### src/rtl/rxd_pkg.sv
package rxd_pkg;

  typedef enum logic [1:0] {
    RATE_FULL    = 2'b00,
    RATE_HALF    = 2'b01,
    RATE_QUARTER = 2'b10,
    RATE_RSVD    = 2'b11
  } rate_e;

  localparam logic [2:0] WSEL_WIDE   = 3'b000;
  localparam logic [2:0] WSEL_NARROW = 3'b001;

  // Legal configuration: any non-reserved rate paired with a defined width.
  function automatic logic cfg_ok(input logic [1:0] rate, input logic [2:0] wsel);
    return (rate != RATE_RSVD) && ((wsel == WSEL_WIDE) || (wsel == WSEL_NARROW));
  endfunction

  // Bits accepted this fast-clock cycle, given rate and decimation phase.
  function automatic logic [1:0] takes_per_cycle(input logic [1:0] rate, input logic phase);
    case (rate)
      RATE_FULL:    return 2'd2;
      RATE_HALF:    return 2'd1;
      RATE_QUARTER: return phase ? 2'd0 : 2'd1;
      default:      return 2'd0;
    endcase
  endfunction

endpackage

### src/rtl/rxd_sampler.sv
module rxd_sampler
  import rxd_pkg::*;
(
  input  logic       clk,
  input  logic       rst_n,
  input  logic       run,
  input  logic [1:0] rate,
  input  logic       inv,
  input  logic       din_even,
  input  logic       din_odd,
  output logic [1:0] take_n,
  output logic       bit0,
  output logic       bit1
);

  logic phase_q;

  always_ff @(posedge clk or negedge rst_n) begin
    if (!rst_n)   phase_q <= 1'b0;
    else if (!run) phase_q <= 1'b0;
    else           phase_q <= ~phase_q;
  end

  assign take_n = run ? takes_per_cycle(rate, phase_q) : 2'd0;
  assign bit0   = din_even ^ inv;
  assign bit1   = din_odd ^ inv;


  quarter_gap_chk: assert property (@(posedge clk) disable iff (!rst_n)
    (run && rate == RATE_QUARTER && take_n != 2'd0) |=>
      (!run || rate != RATE_QUARTER || take_n == 2'd0));

endmodule

### src/rtl/rxd_assembler.sv
module rxd_assembler #(
  parameter int WORD_W   = 10,
  parameter int NARROW_W = 8,
  parameter int CW       = 4
) (
  input  logic              clk,
  input  logic              rst_n,
  input  logic              run,
  input  logic              narrow,
  input  logic [1:0]        take_n,
  input  logic              bit0,
  input  logic              bit1,
  output logic [WORD_W-1:0] word,
  output logic [CW-1:0]     pos,
  output logic              started,
  output logic              first_word
);

  localparam int CARRY_W = WORD_W - NARROW_W;

  logic [WORD_W-1:0]  asm_q, asm_d, word_q;
  logic [CW-1:0]      pos_q;
  logic [CARRY_W-1:0] carry_q;
  logic               started_q, first_q;
  logic [CW:0]        len, sum;
  logic               done;

  always_comb begin
    len   = narrow ? (CW+1)'(NARROW_W) : (CW+1)'(WORD_W);
    sum   = {1'b0, pos_q} + (CW+1)'(take_n);
    done  = run && (sum >= len);
    asm_d = asm_q;
    for (int i = 0; i < WORD_W; i++) begin
      if (take_n != 2'd0 && i == int'(pos_q))     asm_d[i] = bit0;
      if (take_n == 2'd2 && i == int'(pos_q) + 1) asm_d[i] = bit1;
    end
  end

  always_ff @(posedge clk or negedge rst_n) begin
    if (!rst_n) begin
      asm_q <= '0; word_q <= '0; pos_q <= '0; carry_q <= '0;
      started_q <= 1'b0; first_q <= 1'b0;
    end else if (!run) begin
      asm_q <= '0; word_q <= '0; pos_q <= '0; carry_q <= '0;
      started_q <= 1'b0; first_q <= 1'b0;
    end else if (done) begin
      pos_q     <= CW'(sum - len);
      word_q    <= narrow ? {carry_q, asm_d[NARROW_W-1:0]} : asm_d;
      carry_q   <= asm_d[CARRY_W-1:0];
      asm_q     <= '0;
      started_q <= 1'b1;
      first_q   <= !started_q;
    end else begin
      pos_q   <= CW'(sum);
      asm_q   <= asm_d;
      first_q <= 1'b0;
    end
  end

  assign word       = word_q;
  assign pos        = pos_q;
  assign started    = started_q;
  assign first_word = first_q;


  idle_clear_chk: assert property (@(posedge clk) disable iff (!rst_n)
    !run |=> (word_q == '0 && !started_q && !first_q));


  first_pulse_chk: assert property (@(posedge clk) disable iff (!rst_n)
    first_q |=> !first_q);


  first_carry_chk: assert property (@(posedge clk) disable iff (!rst_n)
    (first_q && narrow) |-> word_q[WORD_W-1:NARROW_W] == '0);

endmodule

### src/rtl/rxd_byteclk.sv
module rxd_byteclk #(
  parameter int HIGH_T = 4,
  parameter int CW     = 4
) (
  input  logic          started,
  input  logic [CW-1:0] pos,
  output logic          bclk
);

  // High for the first HIGH_T bit positions of each word period.
  assign bclk = started && (pos < CW'(HIGH_T));

endmodule

### src/rtl/serdes_rx_deser.sv
module serdes_rx_deser
  import rxd_pkg::*;
#(
  parameter int WORD_W   = 10,
  parameter int NARROW_W = 8,
  parameter int HIGH_T   = 4
) (
  input  logic              clk,
  input  logic              rst_n,
  input  logic              en,
  input  logic              inv_pol,
  input  logic [1:0]        rate_sel,
  input  logic [2:0]        width_sel,
  input  logic              sd_even,
  input  logic              sd_odd,
  output logic [WORD_W-1:0] rx_word,
  output logic              byte_clk,
  output logic              first_word,
  output logic              cfg_err
);

  localparam int CW = $clog2(WORD_W + 1);

  logic          cfg_good, run, narrow;
  logic [1:0]    take_n;
  logic          bit0, bit1, started;
  logic [CW-1:0] pos;

  assign cfg_good = cfg_ok(rate_sel, width_sel);
  assign run      = en && cfg_good;
  assign narrow   = (width_sel == WSEL_NARROW);
  assign cfg_err  = !cfg_good;

  rxd_sampler u_samp (
    .clk(clk), .rst_n(rst_n), .run(run), .rate(rate_sel), .inv(inv_pol),
    .din_even(sd_even), .din_odd(sd_odd),
    .take_n(take_n), .bit0(bit0), .bit1(bit1)
  );

  rxd_assembler #(.WORD_W(WORD_W), .NARROW_W(NARROW_W), .CW(CW)) u_asm (
    .clk(clk), .rst_n(rst_n), .run(run), .narrow(narrow),
    .take_n(take_n), .bit0(bit0), .bit1(bit1),
    .word(rx_word), .pos(pos), .started(started), .first_word(first_word)
  );

  rxd_byteclk #(.HIGH_T(HIGH_T), .CW(CW)) u_bclk (
    .started(started), .pos(pos), .bclk(byte_clk)
  );

  // Phase-length counters for the duty checks (half rate: one bit per cycle).
  logic [CW:0] hi_cnt, lo_cnt;
  always_ff @(posedge clk or negedge rst_n) begin
    if (!rst_n) begin
      hi_cnt <= '0; lo_cnt <= '0;
    end else if (byte_clk) begin
      hi_cnt <= (hi_cnt == '1) ? hi_cnt : hi_cnt + 1'b1;
      lo_cnt <= '0;
    end else begin
      hi_cnt <= '0;
      lo_cnt <= (lo_cnt == '1) ? lo_cnt : lo_cnt + 1'b1;
    end
  end


  bclk_high_len_chk: assert property (@(posedge clk) disable iff (!rst_n)
    ($fell(byte_clk) && run && $past(run) && rate_sel == RATE_HALF)
      |-> hi_cnt == (CW+1)'(HIGH_T));


  bclk_low_len_chk: assert property (@(posedge clk) disable iff (!rst_n)
    ($rose(byte_clk) && run && $past(run) && rate_sel == RATE_HALF && !first_word)
      |-> lo_cnt == (narrow ? (CW+1)'(NARROW_W - HIGH_T) : (CW+1)'(WORD_W - HIGH_T)));


  cfg_idle_chk: assert property (@(posedge clk) disable iff (!rst_n)
    cfg_err |=> (rx_word == '0 && !byte_clk));

endmodule

### config.mk
export PLATFORM = sky130hd
export DESIGN_NAME = serdes_rx_deser
export DESIGN_NICKNAME = d
export VERILOG_FILES = /design/src/rtl/rxd_pkg.sv /design/src/rtl/rxd_sampler.sv /design/src/rtl/rxd_assembler.sv /design/src/rtl/rxd_byteclk.sv /design/src/rtl/serdes_rx_deser.sv
export SDC_FILE = /design/constraint.sdc
export NUM_CORES = 1
export LEC_CHECK = 0
export ABC_AREA = 1
export BUFFER_PORTS_ARGS = -buffer_cell sky130_fd_sc_hd__buf_2
export CAP_MARGIN = 20
export CORE_MARGIN = 2
export CORE_UTILIZATION = 50
export CTS_CLUSTER_SIZE = 30
export DETAILED_ROUTE_END_ITERATION = 10
export PLACE_DENSITY = 0.76
export SLEW_MARGIN = 10
export SYNTH_ARGS = -nofsm -noshare
export SYNTH_HDL_FRONTEND = slang
export SYNTH_HIERARCHICAL = 1
export SYNTH_SLANG_ARGS = --single-unit
### constraint.sdc
create_clock -name clk -period 2.9 [get_ports clk]
set_input_delay 0.29 -clock clk [delete_from_list [all_inputs] [get_ports clk]]
set_output_delay 0.29 -clock clk [all_outputs]
set_load 0.01 [all_outputs]
# After elaboration in Yosys (flattened, before gate mapping)
# Index checks and enable logic that the tools add are counted.
# W data, S select, Z words.
# op_classes
n_reduce_logical,32
n_addsub,3
mux,38
eq_ne,24
bitwise,3
n_lt_le_gt_ge,2
# op_table
operator,count
$eq A4 B32 Y1 const A,4
$eq A3 B32 Y1 const A,2
$eq A5 B32 Y1 const A,2
$mux W10,5
$eq A2 B32 Y1 const A,1
$logic_not A32 Y1,1
$mux W1,26
$eq A4 B4 Y1 const A,6
$logic_and A1 B1 Y1,24
$eq A3 B4 Y1 const A,2
$mux W2,4
$mux W4,2
$pmux W2 S3,1
$add A4 B1 Y5 const B,1
$add A4 B2 Y5,1
$ge A5 B4 Y1,1
$eq A2 B2 Y1 const B,2
$eq A2 B4 Y1 const A,1
$logic_not A4 Y1,1
$lt A4 B3 Y1 const B,1
$ne A2 B2 Y1 const B,2
$sub A4 B4 Y4,1
$eq A3 B1 Y1 const B,1
$logic_not A3 Y1,1
7 further kinds,9
# word_totals
out_inout_bits,13
register_bits,29
input_bits,11

# Logic depth before layout (Yosys ltp)
# Gate-level depths: netlist (run 1).
# depth
ltp_word,12
ltp_mapped,19
depth_no_buf,19

# Modules after synthesis
# The synthesis (run 1) kept the hierarchy.
# by_module_without_submodules
mod,area_each_um2,cells_each,instances
rxd_assembler,1516.5,209,1
rxd_sampler,75.1,11,1
serdes_rx_deser,33.8,6,1
rxd_byteclk,13.8,3,1

# Least setup slack after synthesis (run 1)
# Ideal clock, no wire load.
# synth_path
path_kind,input to register
startpoint,in width_sel[1]
endpoint,reg u_asm.word_q[0] (netlist: u_asm/word[0])
slack_ns,0.296
required_ns,2.773
t_arrival_ns,2.476
cell_stages,18
setup_ns,0.127
path_cell_list,nor2_2 > nand2_2 > nor2_2 > o21ai_0 > nor2_1 > ha_1 > fa_1 > inv_1 > ha_1 > inv_1 > nor2_1 > nand2_1 > nand2_1 > nand2_2 > nand2_4 > nor2_8 > buf_6 > o21ai_1
# synth_via
elab_chain_cells,12
# synth_lines
element,line,rtl
"start, declared",serdes_rx_deser.sv:13,"input logic [2:0] width_sel,"
$eq A3 B1 Y1 / $logic_not A3 Y1 (equally long branches),rxd_pkg.sv:15,return (rate != RATE_RSVD) && ((wsel == WSEL_WIDE) || (wsel == WSEL_NARROW));
$logic_or A1 B1 Y1 *,rxd_pkg.sv:15,
$logic_and A1 B1 Y1 *,rxd_pkg.sv:15,
$logic_and A1 B1 Y1 *,serdes_rx_deser.sv:30,assign run = en && cfg_good;
via run,serdes_rx_deser.sv:24,"logic cfg_good, run, narrow;"
$mux W2 *,rxd_sampler.sv:24,"assign take_n = run ? takes_per_cycle(rate, phase_q) : 2'd0;"
via take_n[0],serdes_rx_deser.sv:25,logic [1:0] take_n;
branches (longest 7 deep; another with $add A4 B2 Y5),-,
"end signal, assigned",rxd_assembler.sv:48,"word_q <= narrow ? {carry_q, asm_d[NARROW_W-1:0]} : asm_d;"
"end, declared",rxd_assembler.sv:21,"logic [WORD_W-1:0] asm_q, asm_d, word_q;"
# Mark *: on every way through the listed nets, which the timed path passes. The select of a mux whose other input is x is not followed.
# A chain may end at the register's enable or synchronous reset.

# Worst setup path in the final report (run 1)
# layout_path
startpoint,reg u_samp.phase_q
endpoint,reg u_asm.asm_q[8]
# layout_via
elab_chain_cells,9
# layout_lines
element,line,rtl
"start, declared",rxd_sampler.sv:16,logic phase_q;
"start signal, assigned",rxd_sampler.sv:21,else phase_q <= ~phase_q;
$mux W1 *,rxd_pkg.sv:23,RATE_QUARTER: return phase ? 2'd0 : 2'd1;
$pmux W2 S3 *,rxd_pkg.sv:20,case (rate)
$mux W2 *,rxd_sampler.sv:24,
via take_n[0],serdes_rx_deser.sv:25,
branches (longest 4 deep; another with $add A4 B2 Y5),-,
$mux W10 *,rxd_assembler.sv:46,end else if (done) begin
$mux W10 *,rxd_assembler.sv:43,end else if (!run) begin
"end signal, assigned",rxd_assembler.sv:55,asm_q <= asm_d;
"end, declared",rxd_assembler.sv:21,
# Mark *: on every way through the listed nets, which the timed path passes.

==> run summary, run 1 <==
placed cell count - 295
hold path depth - 5
share of cells above drive strength 1 - 16.8%
Vias/cell - 5.16
Synth area leader - dfrtp_1
critical path data required time - 3.16 ns
pre-CTS WS - 0.0590 ns
Root Buffer - clkbuf_4
non-filler cells, final - 300
Routed WL - 3630 µm
num rows - 20
Clk pwr share - 27.7%
Synth top area share - 41.2%
Core ar. - 0.00308 mm²
DP Wirelength - 2770 µm
Layout area overhead - 12.8%
1st-pass router iterations - 4
CP Launch Type - flop
fin crit share - 89.1%
Comb power frac - 9.7%
Synth cell types - 25
Hold Crit Start - en
Critical Path AT - 2.85 ns
cell area after synthesis - 0.00164 mm²
Hold Path Sink - u_samp/phase_q
DRT iter0 DRCs - 82
Die H - 61.3 µm
vias - 1549
status - finished, final reports clean
Syn Area/Cell - 7.16 µm²
initial antenna violation count - 0
wire length per cell - 12.1 µm
Max-Cap Viols - 0
Pint - 0.000448 W
Starting Density - 53.3%
FILL cells - 291
Post CTS Setup Buffer Count - 0
antenna cells - 0
Ports - 24
WS Path Type - flop to flop
drt drc - 0
gr ovfl total - 0
unrepaired setup endpoints after global routing - false
CTS tree - built
reg2reg end - u_asm/asm_q[8]
setup TNS - 0 ns
Overall Global Routing Usage - 22.6%
maximum VDD drop - 0.342 mV
vias in the first global route - 1438
Tightest Hold Check Type - input pin to flop
Worst slew margin - 60.0%
Period minus WS final - 2.59 ns
Worst R2R Setup Slack - 0.31 ns
# port buffers - 23
CP endpoint kind - flop
Placer Congestion - 0.948
Post-synth EDFFs - 0
CTS Buf Count - 3
clk_lat worst skew - 0.32 ns
first-pass GRT wire length - 6370 µm
H-tree depth - 1
synth warn - 6
register area - 676 µm²
Max Slew Vio Count - 0
Syn Inst Count - 229
fmax - 0.387 GHz
LEAKAGE - 1.02 nW
Seq pwr share - 62.6%
post-route ant nets - 0
nets - 273
Seq cells post-synth - 27
pwr dens - 327 mW/mm²
clk_skew - 0.00274 ns
count of final setup violators - 0
top post-synthesis cells by area - dfrtp_1 41%, nand2_1 14%, nor2_1 8.7%
Clock Tree Buf Depth - 2
Seq/Total Area, Yosys - 41.2%
final hold vios - 0
worst r2r path cells - 16
Slew @ Worst Pin - 0.598 ns
pin count of the biggest net entering global routing - 28
P_sw - 0.000157 W
worst r2r src - u_samp/phase_q
Synth Flop Type - dfrtp_1
crit-path max FO - 17
multi-input logic area - 836 µm²
setup ws final - 0.315 ns
CTS clk-pin slew, worst paths - 0.15 ns
Die Wd - 61.3 µm
die area - 0.00375 mm²
CTS Sinks - 27
Switching Fraction - 26.0%
syn nets - 245
Synth async-reset ratio - 100%
[metrics by stage]
stage	total power [W]	instance area, µm²	utilization (%)	hold WS [ns]
after floorplan	0.000418	1640	-	-0.00559
after global placement	0.000442	1810	58.7	0.326
after detailed placement	0.000442	1810	58.7	0.332
after CTS	0.000610	1850	60.0	0.276
after global routing	0.000631	1850	60.1	0.337
final	0.000605	1850	60.1	0.273
[cells in the mapped netlist (2+ instances only)]
| master | instances |
|---|---|
| a21oi_1 | 6 |
| buf_2 | 2 |
| dfrtp_1 | 27 |
| ha_1 | 4 |
| inv_1 | 26 |
| inv_2 | 2 |
| nand2_1 | 61 |
| nand2_2 | 3 |
| nand3_1 | 25 |
| nand4_1 | 9 |
| nor2_1 | 38 |
| nor2_2 | 4 |
| o21ai_0 | 7 |
| o21ai_1 | 3 |
| xor2_1 | 2 |
[critical path, stage by stage (launching register included)]
cell     delay [ns]
dfrtp_1        0.39
nor2_1         0.05
nor2_1         0.08
nor2_1         0.06
ha_1           0.23
fa_1           0.52
inv_1          0.05
ha_1           0.28
inv_1          0.06
nor2_1         0.04
nand2_1        0.05
nand2_1        0.05
nand2_2        0.09
nand2_4        0.14
nor2_8         0.23
inv_1          0.08
a21oi_1        0.12
[kinds of logic after synthesis]
logic type / Yosys count / share of synthesized area (%)
buffers and inverters: 32 / 7.94
AND/OR/NAND/NOR: 145 / 39.5
AO/OA/AOI/OAI: 18 / 5.95
XOR/XNOR: 2 / 1.07
adder cells (fa/ha/maj): 5 / 4.27
flip-flops: 27 / 41.2
[worst max-delay path by stage]
stage                   start              to  slack, ns
2_1_floorplan    width_sel[1]   u_asm/word[0]       0.30
5_1_grt        u_samp/phase_q  u_asm/asm_q[8]       0.05
3_3_place_gp     width_sel[1]   u_asm/word[7]       0.17
6_report       u_samp/phase_q  u_asm/asm_q[8]       0.31
3_5_place_dp     width_sel[1]  u_asm/asm_q[8]       0.06
4_1_cts        u_samp/phase_q   u_asm/word[9]       0.31
[per-layer routing]
metal  part of all wire, %  wire (µm)  vias up  global-route usage, %
li1                      -          -      784                      -
met1                    49       1770      720                   33.3
met2                    44       1610       43                   35.9
met3                   6.3        230        2                   3.15
met4                  0.58         21        0                   4.66
met5                     0          0        -                      0
[cell type report]
class | count | share of cell area, %
well taps | 44 | 2.98
clock inverters | 1 | 0.406
inverters | 28 | 5.68
repair buffers | 27 | 7.98
flip-flops and latches | 27 | 36.5
clock buffers | 3 | 1.22
multi-input cells | 170 | 45.2
[power groups by stage]
stage               Clock [W]  Combinational [W]  Sequential (W)
global route         0.000185          0.0000667        0.000379
detailed placement          0          0.0000569        0.000385
finish               0.000168          0.0000585        0.000379
CTS                  0.000173          0.0000585        0.000379
floorplan                   0          0.0000324        0.000385
global placement            0          0.0000562        0.000385
[timing repair]
item / in CTS / in global routing
endpoints found under the setup margin: 0 / 1
gates resized for setup: 0 / 1
hold buffers: 1 / 0
hold endpoints to repair: 27 / 0
[cells in the final DEF (no fill, tap or decap), drive strengths merged]
cell type	instances
a311oi	1
xor2	2
dlygate4sd3	1
o21ai	11
ha	4
buf	26
fa	1
a21oi	6
nand2	65
nand3	25
clkinvlp	1
nor2	43
nor3	1
nand4	9
inv	28
nor3b	1
clkbuf	3
nand3b	1
dfrtp	27
[state kept, by name (all words and copies together) (netlist names)]
register	flops
u_samp/phase_q	1
u_asm/first_word	1
u_asm/word	10
u_asm/started	1
u_asm/pos	4
u_asm/asm_q	10
No activity file was read; power rests on OpenSTA's default activity.
==> run 2, diff against run 1 <==
--- a/config.mk
+++ b/config.mk
@@ -6,13 +6,13 @@
 export NUM_CORES = 1
 export LEC_CHECK = 0
 export ABC_AREA = 1
-export BUFFER_PORTS_ARGS = -buffer_cell sky130_fd_sc_hd__buf_2
+export BUFFER_PORTS_ARGS = -buffer_cell sky130_fd_sc_hd__buf_4
 export CAP_MARGIN = 20
 export CORE_MARGIN = 2
-export CORE_UTILIZATION = 50
+export CORE_UTILIZATION = 51
 export CTS_CLUSTER_SIZE = 30
 export DETAILED_ROUTE_END_ITERATION = 10
-export PLACE_DENSITY = 0.76
+export PLACE_DENSITY = 0.8
 export SLEW_MARGIN = 10
 export SYNTH_ARGS = -nofsm -noshare
 export SYNTH_HDL_FRONTEND = slang
==> constraint.sdc (replaced) <==
create_clock -name clk -period 2.34 [get_ports clk]
set_input_delay 0.234 -clock clk [delete_from_list [all_inputs] [get_ports clk]]
set_output_delay 0.234 -clock clk [all_outputs]
set_load 0.01 [all_outputs]
==> run summary, run 2 (synthesis results as in run 1) <==
pin count of the biggest net entering global routing - 28 (unchanged)
first-pass GRT wire length - 6640 µm (+4.2%)
slowest stage cell, crit path - fa_1
Slew @ Worst Pin - 0.511 ns (-0.0875 ns)
vias in the first global route - 1505 (+4.7%)
Vias/cell - 5.16 (about the same)
Starting Density - 53.7% (+0.44 points)
post-route cell area - 0.00220 mm² (+19%)
register area - 676 µm² (unchanged)
CP bufs+invs - 3 (unchanged)
antenna cells - 0 (unchanged)
CP endpoint kind - flop
Layout area overhead - 34.4%
share of cells above drive strength 1 - 32.1% (+15 points)
status - finished, violations left
critical-path cell list - nor2_2 > nor2_2 > nor2_2 > ha_2 > fa_1 > inv_2 > ha_4 > inv_2 > nor2_1 > nand2_1 > nand2_1 > nand2_2 > nand2_4 > nor2_8 > clkbuf_16 > nand2_2 > o21ai_1
clk_lat worst skew - 0.33 ns (about the same)
DP Wirelength - 2780 µm (about the same)
Period minus WS final - 2.55 ns (-0.0382 ns)
vias - 1626 (+5.0%)
num rows - 20 (unchanged)
pwr dens - 360 mW/mm² (+10%)
LEAKAGE - 1.22 nW (+20%)
commonest non-fill, non-tap cell in the layout - nand2_1
final hold vios - 0 (unchanged)
Tightest Hold Check Type - input pin to async pin
WS Path Type - flop to flop
nets - 288 (+5.5%)
Max-Cap Viols - 0 (unchanged)
die area - 0.00368 mm² (-1.8%)
Critical Path AT - 2.82 ns (-0.03 ns)
maximum VDD drop - 0.282 mV (-18%)
unrepaired setup endpoints after global routing - true
count of final setup violators - 24 (+24)
fin crit share - 109% (+20 points)
multi-input logic area - 966 µm² (+16%)
drt drc - 0 (unchanged)
# port buffers - 23 (unchanged)
crit-path max FO - 5 (-12)
H-tree depth - 1 (unchanged)
Core ar. - 0.00305 mm² (-0.81%)
Ports - 24 (unchanged)
Top delay family on crit path - adder cells
Die H - 60.7 µm (-0.92%)
failing checks - setup timing
CTS Buf Count - 3 (unchanged)
most frequent cells in the layout - 46 x nand2_1, 36 x buf_4, 35 x nor2_1
CTS tree - built
CTS Sinks - 27 (unchanged)
Routed WL - 4100 µm (+13%)
Max Slew Vio Count - 0 (unchanged)
initial antenna violation count - 0 (unchanged)
post-route ant nets - 0 (unchanged)
CP peak stage delay - 0.45 ns (-0.07 ns)
Overall Global Routing Usage - 24.3% (+1.7 points)
setup ws final - -0.207 ns (-0.522 ns)
CTS clk-pin slew, worst paths - 0.15 ns (about the same)
non-filler cells, final - 315 (+5.0%)
Worst slew margin - 65.8% (+5.8 points)
clk_skew - 0.00280 ns (+0.0000674 ns)
FILL cells - 269 (-7.6%)
wire length per cell - 13.0 µm (+7.6%)
CP Launch Type - flop
gr ovfl total - 0 (unchanged)
1st-pass router iterations - 4 (unchanged)
Die Wd - 60.7 µm (-0.92%)
Placer Congestion - 0.868 (-8.4%)
DRT iter0 DRCs - 99 (+21%)
placed cell count - 304 (+3.1%)
critical path data required time - 2.61 ns (-0.55 ns)
Clock Tree Buf Depth - 2 (unchanged)
Post-Place Cell Area - 0.00196 mm² (+8.7%)
fmax - 0.393 GHz (+1.5%)
Root Buffer - clkbuf_4
most used cell, CP - nor2_2
-- run 2: cell types whose count changed in the layout (fill, tap and decap cells not counted), moves of 4 or more --
cell | previous run | this run
nand2_2 | 4 | 11
buf_2 | 23 | 0
buf_4 | 3 | 36
nand2_4 | 1 | 8
o21ai_2 | 1 | 5
nand2_1 | 60 | 46
-- run 2: final timing paths --
path	from	slack (ns)	cells after the start	end
max in group asynchronous	rst_n	1.76	2	u_asm/asm_q[6]
hold / removal	rst_n	0.33	2	u_asm/asm_q[7]
min in group clk	sd_odd	0.33	4	u_asm/asm_q[8]
setup reg to reg	u_samp/phase_q	-0.21	17	u_asm/word[0]
setup / recovery	u_samp/phase_q	-0.21	17	u_asm/word[0]
hold reg to reg	u_samp/phase_q	0.46	1	u_samp/phase_q
-- run 2: stage by stage --
step | TNS [ns] | utilization [%] | setup WS [ns] | total power (W) | hold slack, ns
2_1_floorplan | -0.436 | - | -0.0588 | 0.000521 | -0.0616
3_3_place_gp | -3.09 | 64.3 | -0.200 | 0.000570 | 0.169
3_5_place_dp | -4.33 | 64.3 | -0.285 | 0.000570 | 0.169
4_1_cts | -1.49 | 68.8 | -0.117 | 0.000789 | 0.322
5_1_grt | -5.55 | 72.2 | -0.326 | 0.000823 | 0.345
6_report | -2.79 | 72.2 | -0.207 | 0.000794 | 0.327
-- run 2: area by class of cell --
type | count | share of cell area (%)
clock buffer | 3 | 1.02
clock inverter | 1 | 0.341
inverter | 28 | 4.77
multi-input combinational | 170 | 43.8
sequential | 27 | 30.7
tap | 44 | 2.50
timing repair buffer | 42 | 16.9
-- run 2: worst reg2reg max path, stage by stage (launching register included) --
cell,delay [ns]
dfrtp_1,0.42
nor2_2,0.12
nor2_2,0.06
nor2_2,0.13
ha_2,0.20
fa_1,0.45
inv_2,0.10
ha_4,0.20
inv_2,0.04
nor2_1,0.03
nand2_1,0.05
nand2_1,0.05
nand2_2,0.09
nand2_4,0.09
nor2_8,0.20
clkbuf_16,0.18
nand2_2,0.04
o21ai_1,0.06
-- run 2: layer usage --
layer | vias to the layer above | GRT usage [%] | part of all wire (%)
met5 | - | 0 | 0
met4 | 0 | 8.07 | 0.97
met3 | 6 | 2.35 | 3.2
met2 | 37 | 41.2 | 51
met1 | 767 | 32.7 | 45
li1 | 816 | - | -
-- run 2: timing repair --
action | CTS | global route
setup buffers | 4 | 1
hold buffers | 1 | 0
cloned | 0 | 1
resized for setup | 15 | 21
pin swaps | 1 | 4
endpoints found under the hold margin | 27 | 0
setup endpoints to repair | 24 | 25
-- run 2: report_power, final --
group | switching, W | internal [W]
clock | 0.000146 | 0.0000655
sequential | 0.00000121 | 0.000468
combinational | 0.0000662 | 0.0000471
total | 0.000213 | 0.000581
==> run 3, diff against run 2 <==
--- a/config.mk
+++ b/config.mk
@@ -8,10 +8,12 @@
 export ABC_AREA = 1
 export BUFFER_PORTS_ARGS = -buffer_cell sky130_fd_sc_hd__buf_4
 export CAP_MARGIN = 20
-export CORE_MARGIN = 2
+export CORE_MARGIN = 4
 export CORE_UTILIZATION = 51
+export CTS_BUF_LIST = sky130_fd_sc_hd__clkbuf_16
 export CTS_CLUSTER_SIZE = 30
 export DETAILED_ROUTE_END_ITERATION = 10
+export GPL_TIMING_DRIVEN = 0
 export PLACE_DENSITY = 0.8
 export SLEW_MARGIN = 10
 export SYNTH_ARGS = -nofsm -noshare
==> run summary, run 3 (synthesis results as in run 1) <==
status - finished, violations left
failing checks - setup timing
maximum VDD drop - 0.342 mV (+21%)
count of final setup violators - 24 (unchanged)
setup ws final - -0.224 ns (-0.0170 ns)
die area - 0.00418 mm² (+14%)
antenna cells - 0 (unchanged)
clk_lat worst skew - 0.27 ns (-0.06 ns)
fin crit share - 110% (+0.72 points)
drt drc - 0 (unchanged)
post-route ant nets - 0 (unchanged)
Period minus WS final - 2.56 ns (+0.0170 ns)
FILL cells - 230 (-14%)
critical-path cell list - nor2_1 > nor2_1 > nor2_2 > ha_2 > fa_1 > inv_2 > ha_4 > inv_2 > nor2_1 > nand2_1 > nand2_1 > nand2_2 > nand2_4 > nor2_8 > clkbuf_16 > o21ai_2
Critical Path AT - 2.71 ns (-0.11 ns)
nets - 297 (+3.1%)
Top delay family on crit path - adder cells
pin count of the biggest net entering global routing - 28 (unchanged)
Layout area overhead - 40.5%
CP endpoint kind - flop
Core ar. - 0.00305 mm² (unchanged)
vias in the first global route - 1649 (+9.6%)
CTS Sinks - 27 (unchanged)
CP peak stage delay - 0.46 ns (about the same)
pre-CTS WS - -0.543 ns (-0.258 ns)
Starting Density - 53.7% (unchanged)
Slew @ Worst Pin - 0.533 ns (+0.0225 ns)
clk_skew - 0.00441 ns (+0.00161 ns)
pwr dens - 430 mW/mm² (+19%)
CP bufs+invs - 3 (unchanged)
Tightest Hold Check Type - input pin to flop
post-layout util - 75.4% (+3.2 points)
commonest non-fill, non-tap cell in the layout - nand2_1
first-pass GRT wire length - 7530 µm (+14%)
fmax - 0.390 GHz (-0.66%)
Worst slew margin - 64.3% (-1.5 points)
Die H - 64.7 µm (+6.6%)
CTS clk-pin slew, worst paths - 0.07 ns (-0.08 ns)
CTS Buf Count - 3 (unchanged)
LEAKAGE - 1.25 nW (+2.6%)
critical path data required time - 2.49 ns (-0.12 ns)
num rows - 20 (unchanged)
Ports - 24 (unchanged)
gr ovfl total - 0 (unchanged)
Root Buffer - clkbuf_16
DRT iter0 DRCs - 136 (+37%)
share of cells above drive strength 1 - 32.1% (+0.040 points)
initial antenna violation count - 0 (unchanged)
Clock Tree Buf Depth - 2 (unchanged)
crit-path max FO - 5 (unchanged)
Overall Global Routing Usage - 23.4% (-0.85 points)
CTS tree - built
final hold vios - 0 (unchanged)
Max-Cap Viols - 0 (unchanged)
unrepaired setup endpoints after global routing - true
DP Wirelength - 2840 µm (+2.3%)
wire length per cell - 14.3 µm (+9.8%)
Max Slew Vio Count - 0 (unchanged)
most frequent cells in the layout - 50 x nand2_1, 41 x buf_4, 37 x nor2_1
CP Launch Type - flop
H-tree depth - 1 (unchanged)
WS Path Type - flop to flop
Die Wd - 64.7 µm (+6.6%)
slowest stage cell, crit path - fa_1
most used cell, CP - nor2_1
vias - 1741 (+7.1%)
Routed WL - 4630 µm (+13%)
# port buffers - 23 (unchanged)
1st-pass router iterations - 5 (+1)
Vias/cell - 5.37 (+4.1%)
Placer Congestion - 0.918 (+5.7%)
[run 3: cell count changes in the layout (fill, tap and decap cells not counted), sizes merged]
| cell | change |
|---|---|
| buf | +8 |
| clkbuf | +1 |
[run 3: stage by stage]
step                hold WS, ns  power [W]  area (µm²)  std cells  setup TNS (ns)
global route              0.425    0.00104        2300        324           -6.27
CTS                       0.389   0.000984        2200        321           -1.43
detailed placement        0.172   0.000561        1900        296          -10.65
global placement          0.167   0.000560        1900        296           -9.57
floorplan               -0.0616   0.000521        1670        229          -0.436
finish                    0.394   0.000989        2300        324           -3.69
[run 3: power breakdown]
group	switching, W	total, W	internal, W
Clock	0.000171	0.000404	0.000233
Combinational	0.0000677	0.000116	0.0000486
Sequential	0.00000121	0.000469	0.000467
Total	0.000240	0.000989	0.000749
[run 3: timing repair]
item	in CTS	in global routing
pin swaps	5	1
gates cloned	0	1
resized for setup	18	16
endpoints found under the hold margin	27	0
hold buffers	1	0
setup endpoints to repair	24	24
setup buffers	20	2
[run 3: final timing paths]
kind                           startpoint        endpoint  slack, ns  cells after the start
min reg2reg                u_samp/phase_q  u_samp/phase_q       0.44                      1
max in group asynchronous           rst_n    u_asm/pos[1]       1.67                      2
min in group asynchronous           rst_n  u_asm/asm_q[3]       0.41                      2
min                                    en  u_samp/phase_q       0.39                      5
max                        u_samp/phase_q   u_asm/word[0]      -0.22                     16
max reg2reg                u_samp/phase_q   u_asm/word[0]      -0.22                     16
[run 3: layout make-up]
class / count / area [µm²] / area share, %
plain buffers: 4 / 35.0 / 1.52
clock buffers: 3 / 75.1 / 3.26
clock inverters: 1 / 7.51 / 0.326
inverters: 28 / 108 / 4.67
multi-input cells: 170 / 950 / 41.2
flip-flops and latches: 27 / 676 / 29.3
well taps: 44 / 55.1 / 2.39
repair buffers: 47 / 397 / 17.2
[run 3: worst min-delay path, delay by kind of cell]
| kind | cells | cell delay, ns |
|---|---|---|
| buffers and inverters | 3 | 0.29 |
| and+or+nand+nor | 2 | 0.11 |
[run 3: layer usage]
| layer | up-vias | GRT usage [%] | wire [µm] |
|---|---|---|---|
| met5 | - | 0 | 0 |
| met4 | 0 | 11.1 | 125 |
| met3 | 19 | 4.51 | 281 |
| met2 | 80 | 37.2 | 2260 |
| met1 | 805 | 30.8 | 1960 |
| li1 | 837 | - | - |
